<file path="src/rtl/serial_id_pkg.sv">
package serial_id_pkg;
  typedef enum logic [1:0] {
    RD_IDLE  = 2'd0,
    RD_LOAD  = 2'd1,
    RD_SHIFT = 2'd2,
    RD_DONE  = 2'd3
  } rd_state_e;
endpackage

</file>
<file path="src/rtl/serial_id_seq.sv">
module serial_id_seq
  import serial_id_pkg::*;
#(
  parameter int ID_W  = 57,
  localparam int CNT_W = $clog2(ID_W)
) (
  input  logic clk,
  input  logic rst_n,
  input  logic start_i,
  output logic accept_o,
  output logic load_req_o,
  output logic shift_req_o,
  output logic sample_o,
  output logic finish_o
);
  localparam logic [CNT_W-1:0] LAST = CNT_W'(ID_W - 1);

  rd_state_e        state_q;
  logic [CNT_W-1:0] left_q;

  // start counts only when no readout is running
  assign accept_o    = start_i && (state_q == RD_IDLE || state_q == RD_DONE);
  assign load_req_o  = (state_q == RD_LOAD);
  // no advance is requested for the final sample
  assign shift_req_o = (state_q == RD_SHIFT) && (left_q != '0);
  assign sample_o    = (state_q == RD_SHIFT);
  assign finish_o    = (state_q == RD_SHIFT) && (left_q == '0);

  always_ff @(posedge clk or negedge rst_n) begin
    if (!rst_n) begin
      state_q <= RD_IDLE;
      left_q  <= '0;
    end else begin
      case (state_q)
        RD_IDLE, RD_DONE: if (start_i) state_q <= RD_LOAD;
        RD_LOAD: begin
          state_q <= RD_SHIFT;
          left_q  <= LAST;
        end
        RD_SHIFT: begin
          if (left_q == '0) state_q <= RD_DONE;
          else              left_q  <= left_q - 1'b1;
        end
        default: state_q <= RD_IDLE;
      endcase
    end
  end
endmodule

</file>
<file path="src/rtl/serial_id_retime.sv">
module serial_id_retime #(
  parameter int N = 2
) (
  input  logic         clk,
  input  logic         rst_n,
  input  logic [N-1:0] d_i,
  output logic [N-1:0] q_o
);
  // falling-edge launch keeps every strobe change inside the low phase
  for (genvar i = 0; i < N; i++) begin : g_lane
    always_ff @(negedge clk or negedge rst_n) begin
      if (!rst_n) q_o[i] <= 1'b0;
      else        q_o[i] <= d_i[i];
    end
  end
endmodule

</file>
<file path="src/rtl/serial_id_collect.sv">
module serial_id_collect #(
  parameter int                ID_W  = 57,
  parameter int                PFX_W = 2,
  parameter logic [PFX_W-1:0]  PFX   = 2'b10
) (
  input  logic            clk,
  input  logic            rst_n,
  input  logic            accept_i,
  input  logic            sample_i,
  input  logic            finish_i,
  input  logic            sdo_i,
  output logic [ID_W-1:0] value_o,
  output logic            done_o,
  output logic            valid_o
);
  logic [ID_W-1:0] acc_q;
  logic [ID_W-1:0] acc_next;

  // MSB arrives first, so each new bit enters at the bottom
  assign acc_next = {acc_q[ID_W-2:0], sdo_i};
  assign value_o  = acc_q;

  always_ff @(posedge clk or negedge rst_n) begin
    if (!rst_n) begin
      acc_q   <= '0;
      done_o  <= 1'b0;
      valid_o <= 1'b0;
    end else begin
      done_o <= finish_i;
      if (sample_i) acc_q <= acc_next;
      if (accept_i)      valid_o <= 1'b0;
      else if (finish_i) valid_o <= (acc_next[ID_W-1 -: PFX_W] == PFX);
    end
  end
endmodule

</file>
<file path="src/rtl/serial_id_reader.sv">
module serial_id_reader #(
  parameter int               ID_W  = 57,
  parameter int               PFX_W = 2,
  parameter logic [PFX_W-1:0] PFX   = 2'b10
) (
  input  logic            clk,
  input  logic            rst_n,
  input  logic            start_i,
  output logic            id_load_o,
  output logic            id_shift_o,
  output logic            id_feed_o,
  input  logic            id_sdo_i,
  output logic [ID_W-1:0] id_value_o,
  output logic            done_o,
  output logic            valid_o
);
  logic accept, load_req, shift_req, sample, finish;
  logic [1:0] strobe_q;

  serial_id_seq #(.ID_W(ID_W)) u_seq (
    .clk(clk), .rst_n(rst_n), .start_i(start_i),
    .accept_o(accept), .load_req_o(load_req), .shift_req_o(shift_req),
    .sample_o(sample), .finish_o(finish)
  );

  serial_id_retime #(.N(2)) u_retime (
    .clk(clk), .rst_n(rst_n),
    .d_i({shift_req, load_req}), .q_o(strobe_q)
  );

  serial_id_collect #(.ID_W(ID_W), .PFX_W(PFX_W), .PFX(PFX)) u_collect (
    .clk(clk), .rst_n(rst_n), .accept_i(accept), .sample_i(sample),
    .finish_i(finish), .sdo_i(id_sdo_i),
    .value_o(id_value_o), .done_o(done_o), .valid_o(valid_o)
  );

  assign id_load_o  = strobe_q[0];
  assign id_shift_o = strobe_q[1];
  assign id_feed_o  = 1'b0;
endmodule

</file>
<file path="config.mk">
export PLATFORM = sky130hd
export DESIGN_NAME = serial_id_reader
export DESIGN_NICKNAME = d
export VERILOG_FILES = /design/src/rtl/serial_id_pkg.sv /design/src/rtl/serial_id_seq.sv /design/src/rtl/serial_id_retime.sv /design/src/rtl/serial_id_collect.sv /design/src/rtl/serial_id_reader.sv
export SDC_FILE = /design/constraint.sdc
export NUM_CORES = 1
export LEC_CHECK = 0
export BUFFER_PORTS_ARGS = -buffer_cell sky130_fd_sc_hd__buf_2
export CAP_MARGIN = 10
export CORE_ASPECT_RATIO = 0.6
export CORE_MARGIN = 2
export CORE_UTILIZATION = 40
export CTS_CLUSTER_SIZE = 10
export DETAILED_ROUTE_END_ITERATION = 16
export PLACE_DENSITY = 0.73
export SETUP_SLACK_MARGIN = 0.3
export SLEW_MARGIN = 20
export SYNTH_ARGS = -nofsm -noshare
export SYNTH_HDL_FRONTEND = slang
export SYNTH_SLANG_ARGS = --single-unit
</file>
<file path="constraint.sdc">
create_clock -name clk -period 2.31 [get_ports clk]
set_input_delay 0 -clock clk [delete_from_list [all_inputs] [get_ports clk]]
set_output_delay 0 -clock clk [all_outputs]
set_load 0.01 [all_outputs]
</file>
==> run_results.csv <==
group,metric,value,unit
min_path,min_path_type,"in -> reg",
outcome,violations,"negative setup slack",
synthesis,synthesis.area,2760,sq um
synthesis,synth_commonest_cells,"dfrtp_1 (67), mux2_2 (57), inv_1 (8)",
pwr,finalPower,2.75,mW
synthesis,synth.distinct_cells,33,
setup_path,worstSetupEndpointType,"flop",
routing,drt_first_pass_iters,4,
global_route,first_global_vias,1667,
routing,postRouteWirelength,5140,um
pwr,p_clk_frac,0.483,
setup_path,critPathLaunch,"u_seq.left_q[0]",
timing,whs,11.0,ps
setup_path,path_class,"reg -> reg",
global_route,grt.overflow.total,0,
synthesis,synth_fp_nets,194,
cells_and_area,num_antenna_cells,0,
job,max-cap-violations,0,
cells_and_area,finalInstanceArea,3610,sq um
timing,setup_viol,1,
timing,tightest_slew,834,ps
routing,wire_per_inst,14.4,um
pwr,switching_share,0.207,
timing,slew_viol_final,0,
die,ios,66,
global_route,grt_max_degree,68,
die,core_region_area,6680,sq um
routing,ant_nets,0,
pwr,p_comb_frac,0.050,
die,initial_core_util,0.414,
cells_and_area,drive_gt1_frac,0.587,
routing,vias,1746,
outcome,status,"finished with violations",
synthesis,avgSynthCellArea,14.9,sq um
routing,drtIter0Drc,59,
placement,gp_congestion,0.850,
clock_tree,cts_sinks,69,
clock_tree,cts_buffer_depth,2,
global_route,antenna_found_initial,0,
placement,dp_hpwl,3450,um
synthesis,syn-instance-count,185,
timing,finalHoldViolations,0,
clock_tree,clock-root-buffer,"clkbuf_16",
clock_tree,cts_htree_levels,3,
timing,slew-limit-headroom,0.444,
cells_and_area,syn2layout_area_growth,30.6,%
routing,drc,0,
die,rows,23,
timing,layout_setup_ws,-275,ps
clock_tree,cts-buffers-inserted,9,
cells_and_area,n_fill_cell,580,
synthesis,synth_top_cell_by_area,"dfrtp_1",
timing,rsz0062_at_grt,"yes",
routing,vias_per_cell,4.88,
synthesis,synth_edf_count,0,
pwr,netSwitchingPower,0.568,mW
timing,finClkSkew,9.97,ps
pwr,power.leakage,1.75,nW
min_path,hp-start,"start_i",
synthesis,ys_warn_count,0,
synthesis,yosys-top-cells-area,"dfrtp_1 (61%), mux2_2 (23%), ha_1 (2.3%)",
timing,fin_setup_tns,-275,ps
synthesis,yosysMostFrequentCell,"dfrtp_1",
global_route,grt_pass1_wl,8230,um
setup_path,path_max_fanout,3,
pwr,peakVddDrop,0.000427,V
synthesis,synthFlopType,"dfrtp_1",
clock_tree,clk_latency,320,ps
synthesis,ys_ff_latch,69,
setup_path,worstPathArrival,1600,ps
synthesis,synth_top_cell_area_share,0.607,
pwr,power.internal,2.18,mW
cells_and_area,nets,275,
cells_and_area,final-instance-count-excl-fill,358,
placement,dp_slack,-309,ps
setup_path,regToRegStartpoint,"u_seq.left_q[0]",
placement,dp.cells,338,
setup_path,cp.required,1330,ps
cells_and_area,final_util,0.540,
pwr,power.density,761,nW/um^2
synthesis,synthArstFlopShare,1.00,
global_route,grt_use_total,0.141,
placement,dpl-instance-area,3250,sq um
clock_tree,path_clk_slew,50,ps
die,fp.dieArea,7610,sq um
setup_path,crit_path_start_kind,"flop",
pwr,seq_power_share,0.468,
clock_tree,cts_tree,"yes",
die,chipHeight,68.4,um
die,die_w,111,um
synthesis,synth-seq-area-share,0.625,
placement,port_buffers,64,
[state kept, by name, indices dropped and copies added, names as in the netlist]
name / flops
u_collect.done_o: 1
u_collect.valid_o: 1
u_collect.value_o: 57
u_retime.q_o: 2
u_seq.left_q: 6
u_seq.state_q: 2
[worst paths after layout]
kind	to	slack (ps)	cells after the start
min in group asynchronous	u_seq.state_q[1]	430	3
hold reg to reg	u_collect.value_o[56]	510	1
setup / recovery	u_retime.q_o[1]	-270	5
max in group asynchronous	u_retime.q_o[0]	1140	2
setup reg to reg	u_retime.q_o[1]	-270	5
hold / removal	u_seq.state_q[1]	10	3
[timing repair]
item	4_1_cts	5_1_grt
hold buffers	2	0
hold endpoints to repair	68	0
gates resized for setup	2	5
endpoints found under the setup margin	7	8
gates cloned	0	0
setup buffers	1	1
pin swaps	1	0
[cell families (layout without fill, tap and decap cells)]
logic type / Yosys count / in the layout / share of synthesized area
AOI/OAI and AO/OA: 15 / 15 / 0.0399
DFF: 69 / 69 / 0.625
and+or+nand+nor: 19 / 19 / 0.0449
other: 1 / 1 / 0.00136
xor gates and xnor gates: 1 / 1 / 0.00317
adders and majority gates: 5 / 5 / 0.0227
muxes: 58 / 58 / 0.236
buffers and inverters: 17 / 103 / 0.0267
[layer usage]
layer	vias to the layer above	part of all wire	GRT usage
met3	2	0.072	0.0673
met4	0	0.0027	0.0370
met1	879	0.48	0.184
met5	-	0	0
met2	49	0.45	0.214
li1	816	-	-
[power groups by stage]
stage	Sequential [mW]	Clock, mW	Combinational [mW]
2_1_floorplan	1.32	0	0.0393
3_3_place_gp	1.30	0	0.135
3_5_place_dp	1.31	0	0.138
4_1_cts	1.29	1.36	0.141
5_1_grt	1.29	1.43	0.151
6_report	1.28	1.33	0.136
[worst max-delay path, stage by stage, from the launching register on]
cell and delay (ps):
dfrtp_1 390, inv_2 90, ha_4 140, or4b_4 480, o21ai_4 140, inv_1 50
[cells in the final DEF, fill, tap and decap left out, types with 2 or more instances in the layout]
master,n
buf_4,13
clkbuf_16,9
nor2_1,4
ha_4,2
mux2_2,57
dfrtp_1,67
clkbuf_1,2
dfrtn_1,2
inv_2,2
clkinv_2,2
ha_1,2
inv_1,6
nand2_1,5
dlygate4sd3_1,2
o21ai_0,6
buf_2,62
[layout make-up]
cell class | count | area (sq um) | share of cell area
clock buffers | 12 | 246 | 0.0683
inverters | 8 | 30.0 | 0.00832
multi-input cells | 99 | 988 | 0.274
flip-flops and latches | 69 | 1730 | 0.479
well taps | 87 | 109 | 0.0302
clock inverters | 4 | 47.5 | 0.0132
repair buffers | 79 | 459 | 0.127
No activity file was read; power rests on OpenSTA's default activity.
